**src/rtl/pulse_link_rx_pkg.sv**
```systemverilog
package pulse_link_rx_pkg;

    typedef enum logic [1:0] {
        EV_NONE = 2'b00,
        EV_SET  = 2'b01,
        EV_CLR  = 2'b10,
        EV_BAD  = 2'b11
    } rx_event_t;

    typedef enum logic [1:0] {
        HOLD_HI  = 2'b00,
        HOLD_LO  = 2'b01,
        FAILSAFE = 2'b10
    } rx_state_t;

endpackage

```
**src/rtl/pulse_link_rx_qualify.sv**
```systemverilog
module pulse_link_rx_qualify
    import pulse_link_rx_pkg::*;
(
    input  logic      set_in,
    input  logic      clr_in,
    output rx_event_t evt,
    output logic      valid
);
    always_comb begin
        unique case ({clr_in, set_in})
            2'b00:   evt = EV_NONE;
            2'b01:   evt = EV_SET;
            2'b10:   evt = EV_CLR;
            default: evt = EV_BAD;
        endcase
    end

    assign valid = (evt == EV_SET) || (evt == EV_CLR);
endmodule

```
**src/rtl/pulse_link_rx_watchdog.sv**
```systemverilog
module pulse_link_rx_watchdog #(
    parameter int TIMEOUT_CYCLES = 1000
) (
    input  logic clk,
    input  logic rst,
    input  logic kick,
    output logic expire
);
    localparam int CNT_W = $clog2(TIMEOUT_CYCLES + 1);
    localparam logic [CNT_W-1:0] LIMIT = CNT_W'(TIMEOUT_CYCLES);
    localparam logic [CNT_W-1:0] LAST  = CNT_W'(TIMEOUT_CYCLES - 1);

    logic [CNT_W-1:0] idle_cnt;

    always_ff @(posedge clk) begin
        if (rst) begin
            idle_cnt <= '0;
        end else if (kick) begin
            idle_cnt <= '0;
        end else if (idle_cnt != LIMIT) begin
            idle_cnt <= idle_cnt + 1'b1;
        end
    end

    assign expire = (idle_cnt == LAST) && !kick;

    p_cnt_bound_r5: assert property (@(posedge clk) disable iff (rst)
        idle_cnt <= LIMIT);
    p_kick_restart_r6: assert property (@(posedge clk) disable iff (rst)
        kick |=> (idle_cnt == '0));
    p_idle_advance_r4: assert property (@(posedge clk) disable iff (rst)
        (!kick && idle_cnt != LIMIT) |=> (idle_cnt == $past(idle_cnt) + 1'b1));
endmodule

```
**src/rtl/pulse_link_rx_fsm.sv**
```systemverilog
module pulse_link_rx_fsm
    import pulse_link_rx_pkg::*;
(
    input  logic      clk,
    input  logic      rst,
    input  rx_event_t evt,
    input  logic      wd_expire,
    output logic      dout,
    output logic      link_fault
);
    rx_state_t state, state_nx;

    always_comb begin
        state_nx = state;
        unique case (evt)
            EV_SET:  state_nx = HOLD_HI;
            EV_CLR:  state_nx = HOLD_LO;
            default: if (wd_expire && state != FAILSAFE) state_nx = FAILSAFE;
        endcase
    end

    always_ff @(posedge clk) begin
        if (rst) state <= HOLD_HI;
        else     state <= state_nx;
    end

    always_comb begin
        dout       = 1'b1;
        link_fault = 1'b0;
        unique case (state)
            HOLD_HI:  begin dout = 1'b1; link_fault = 1'b0; end
            HOLD_LO:  begin dout = 1'b0; link_fault = 1'b0; end
            FAILSAFE: begin dout = 1'b1; link_fault = 1'b1; end
            default:  begin dout = 1'b1; link_fault = 1'b0; end
        endcase
    end

    p_set_high_r1: assert property (@(posedge clk) disable iff (rst)
        (evt == EV_SET) |=> dout);
    p_clr_low_r2: assert property (@(posedge clk) disable iff (rst)
        (evt == EV_CLR) |=> !dout);
    p_idle_hold_r3: assert property (@(posedge clk) disable iff (rst)
        (evt == EV_NONE && !wd_expire) |=> ($stable(dout) && $stable(link_fault)));
    p_bad_ignored_r4: assert property (@(posedge clk) disable iff (rst)
        (evt == EV_BAD && !wd_expire) |=> $stable(dout));
    p_expire_fault_r5: assert property (@(posedge clk) disable iff (rst)
        wd_expire |=> (link_fault && dout));
    p_fault_clear_r7: assert property (@(posedge clk) disable iff (rst)
        (link_fault && (evt == EV_SET || evt == EV_CLR)) |=> !link_fault);
endmodule

```
**src/rtl/pulse_link_rx.sv**
```systemverilog
module pulse_link_rx
    import pulse_link_rx_pkg::*;
#(
    parameter int TIMEOUT_CYCLES = 1000
) (
    input  logic clk,
    input  logic rst,
    input  logic set_pulse,
    input  logic clr_pulse,
    output logic dout,
    output logic link_fault
);
    rx_event_t evt;
    logic      evt_valid;
    logic      wd_expire;

    pulse_link_rx_qualify u_qualify (
        .set_in (set_pulse),
        .clr_in (clr_pulse),
        .evt    (evt),
        .valid  (evt_valid)
    );

    pulse_link_rx_watchdog #(.TIMEOUT_CYCLES(TIMEOUT_CYCLES)) u_watchdog (
        .clk    (clk),
        .rst    (rst),
        .kick   (evt_valid),
        .expire (wd_expire)
    );

    pulse_link_rx_fsm u_fsm (
        .clk        (clk),
        .rst        (rst),
        .evt        (evt),
        .wd_expire  (wd_expire),
        .dout       (dout),
        .link_fault (link_fault)
    );

    p_reset_state_r8: assert property (@(posedge clk)
        rst |=> (dout && !link_fault));
endmodule

```
**config.mk**
```make
export PLATFORM = sky130hd
export DESIGN_NAME = pulse_link_rx
export DESIGN_NICKNAME = d
export VERILOG_FILES = /design/src/rtl/pulse_link_rx_pkg.sv /design/src/rtl/pulse_link_rx_qualify.sv /design/src/rtl/pulse_link_rx_watchdog.sv /design/src/rtl/pulse_link_rx_fsm.sv /design/src/rtl/pulse_link_rx.sv
export SDC_FILE = /design/constraint.sdc
export NUM_CORES = 1
export LEC_CHECK = 0
export ABC_AREA = 0
export CAP_MARGIN = 20
export CORE_MARGIN = 5
export CORE_UTILIZATION = 54
export DETAILED_ROUTE_END_ITERATION = 8
export PLACE_DENSITY_LB_ADDON = 0.2
export SKIP_CTS_REPAIR_TIMING = 1
export SLEW_MARGIN = 5
export SYNTH_ARGS = -nofsm -noshare
export SYNTH_HDL_FRONTEND = slang
export SYNTH_HIERARCHICAL = 1
export SYNTH_SLANG_ARGS = --single-unit
```
**constraint.sdc**
```tcl
create_clock -name clk -period 2.25 [get_ports clk]
set_clock_uncertainty 0.1 [all_clocks]
set_input_delay 0.45 -clock clk [delete_from_list [all_inputs] [get_ports clk]]
set_output_delay 0.45 -clock clk [all_outputs]
set_load 0.05 [all_outputs]
```
==> flow_summary.toml <==
[cells_and_area]
multi_input_area_sq_um = 470
layout-drive-gt1-share_pct = 10.6
regArea_sq_um = 240
utilization_pct = 65.6
final_common_cell = "dfxtp_1"
final_cell_mix = "dfxtp_1 (12), inv_1 (8), a21oi_1 (8)"
diodes = 0
n_fill_cell = 124
fin_nets = 106
areaGrowthSynthToFinish_pct = 13.5

[yosys]
netlist_area_sq_um = 752
ys_async_sr_fraction_pct = 0
synth_cells = 85
synth-warning-count = 6
synthFlopType = "dfxtp_1"
synth_top_area_cell = "dfxtp_1"
yosys.area.top_type_share_pct = 31.9
synthTopCellsByArea = "dfxtp_1 (32%), ha_1 (12%), a21oi_1 (5.3%)"
synth-edff-count = 0
synth_seq_cells = 12
syn_area_per_cell_sq_um = 8.85
syn_nets = 96
synth_cell_types = 32
seq_area_frac_synth_pct = 31.9

[clock_network]
clk_latency_ns = 0.27
clkSlewWorstSetupHoldPaths_ns = 0.08
cts_buffer_depth = 2
cts.sinks = 12
htreeDepth = 1
root_buffer = "clkbuf_4"
cts_buffers = 3
cts_tree = "done"

[route]
postRouteAntennaNets = 0
vias = 614
dr.first_iter.drc_count = 9
post-route-drc-count = 0
avgRoutedWirePerCell_um = 12.4
via_per_inst = 5.63
dr.pass1.iters = 5
finalWirelength_um = 1350

[sta]
tightest_slew_ns = 0.492
setup_slack_ns = 0.140
final.setup.tns_ns = 0
relSlewSlack_pct = 67.1
grt_setup_unrepaired = "false"
finalHoldViolCount = 0
setup_violations = 0
clock.fmax_mhz = 474
min_period_ns = 2.11
fin_crit_sh_pct = 93.8
slew_violations = 0
whs_ns = 0.406

[global_routing]
overflow = 0
grt_pass1_wl_um = 2380
top_usage_layer = "met2"
grt_usage_pct = 15.3
grt_pass1_vias = 587
use_met2_pct = 24.9
grt_max_degree = 11
antenna_found_initial = 0
grtUsageMet1_pct = 17.7
grt_use_met3_pct = 3.45

[worst_setup_path]
crit_path_top_delay_cell = "clkdlybuf4s50_1"
crit_top_cell = "ha_1"
crit_required_ns = 2.32
crit_type = "primary input to flop"
start_kind = "primary input"
cp_max_fo = 3
crit_chain = "clkdlybuf4s50_1 > inv_1 > ha_1 > or2_1 > ha_1 > or3_1 > a32o_1"
arrival_ns = 2.18
cp_slowest_stage_delay_ns = 0.50
end_kind = "flop"

[power_and_ir_drop]
irDropWorstVdd_mv = 0.363
total_power_mw = 0.467
p_per_area_mw_per_mm2 = 547
p_leak_nw = 0.326

[run]
max-cap-violations = 0

[floorplanning]
initial_core_util_pct = 57.8
io_pins = 6
dieArea_sq_mm = 0.00224
row_count = 13
core_sq_mm = 0.00130
fp.dieW_um = 47.3
die_h_um = 47.3

[worst_hold_path]
hp-class = "flop to flop"

[placed_design]
pre_cts_slack_ns = -0.162
port_buffers = 5
dp_hpwl_um = 1030
place.gp.congestion = 0.808

[outcome]
status = "complete, no violations"
## final timing paths
kind,start,end,slack [ns],cells after the start
worst min register to register,u_watchdog/idle_cnt[9],u_watchdog/idle_cnt[9],0.41,2
worst max-delay path,set_pulse,u_fsm/state[1],0.14,7
worst min-delay path,u_watchdog/idle_cnt[9],u_watchdog/idle_cnt[9],0.41,2
worst max register to register,u_watchdog/idle_cnt[0],u_fsm/state[1],0.67,5
## through the flow
stage	std cells	cell area (sq um)
detailed placement	105	817
floorplan	85	752
global route	109	853
global placement	105	817
CTS	109	853
finish	109	853
## Yosys cell counts, types with 2 or more instances
cell type	number
inv_1	8
or4_1	3
ha_1	7
nor2b_1	4
nor2_1	3
nand2_1	5
a21oi_1	8
o21ai_0	2
dfxtp_1	12
nor3_1	2
or2_1	2
nand2b_1	2
or3_1	2
o31ai_1	5
xor2_1	2
nand3_1	2
## logic make-up after synthesis
| group | count (synthesis) | share of synthesized area [%] |
|---|---|---|
| simple gates | 38 | 34.8 |
| fa+ha+maj | 7 | 11.6 |
| compound gates | 17 | 13.8 |
| flops | 12 | 31.9 |
| buf+inv | 9 | 5.49 |
| xor+xnor | 2 | 2.33 |
## flip-flops by register name (all words and copies together), names as in the netlist
| signal | cells |
|---|---|
| u_watchdog/idle_cnt | 10 |
| u_fsm/state | 2 |
## per-layer routing
layer	vias up	part of all wire, %
met5	-	0
met4	0	0.81
met3	2	2.4
met2	6	48
met1	283	48
li1	323	-
## layout make-up
type / count / share of cell area [%]
Clock buffer: 4 / 4.25
Timing Repair Buffer: 6 / 6.74
Multi-Input combinational cell: 64 / 55.1
Tap cell: 15 / 2.20
Sequential cell: 12 / 28.2
Inverter: 8 / 3.52
## worst max-delay path, delay by kind of cell
family                   cells  cell delay [ns]
adder cells (fa/ha/maj)      2             0.38
buffers and inverters        2             0.56
AND/OR/NAND/NOR              2             0.58
AO/OA/AOI/OAI                1             0.21
## where the power goes
part,switching [mW],internal (mW),total (mW)
clock network,0.0773,0.0983,0.176
logic,0.0363,0.0309,0.0672
registers,0.00587,0.218,0.224
Power figures use the tool's default switching activity.
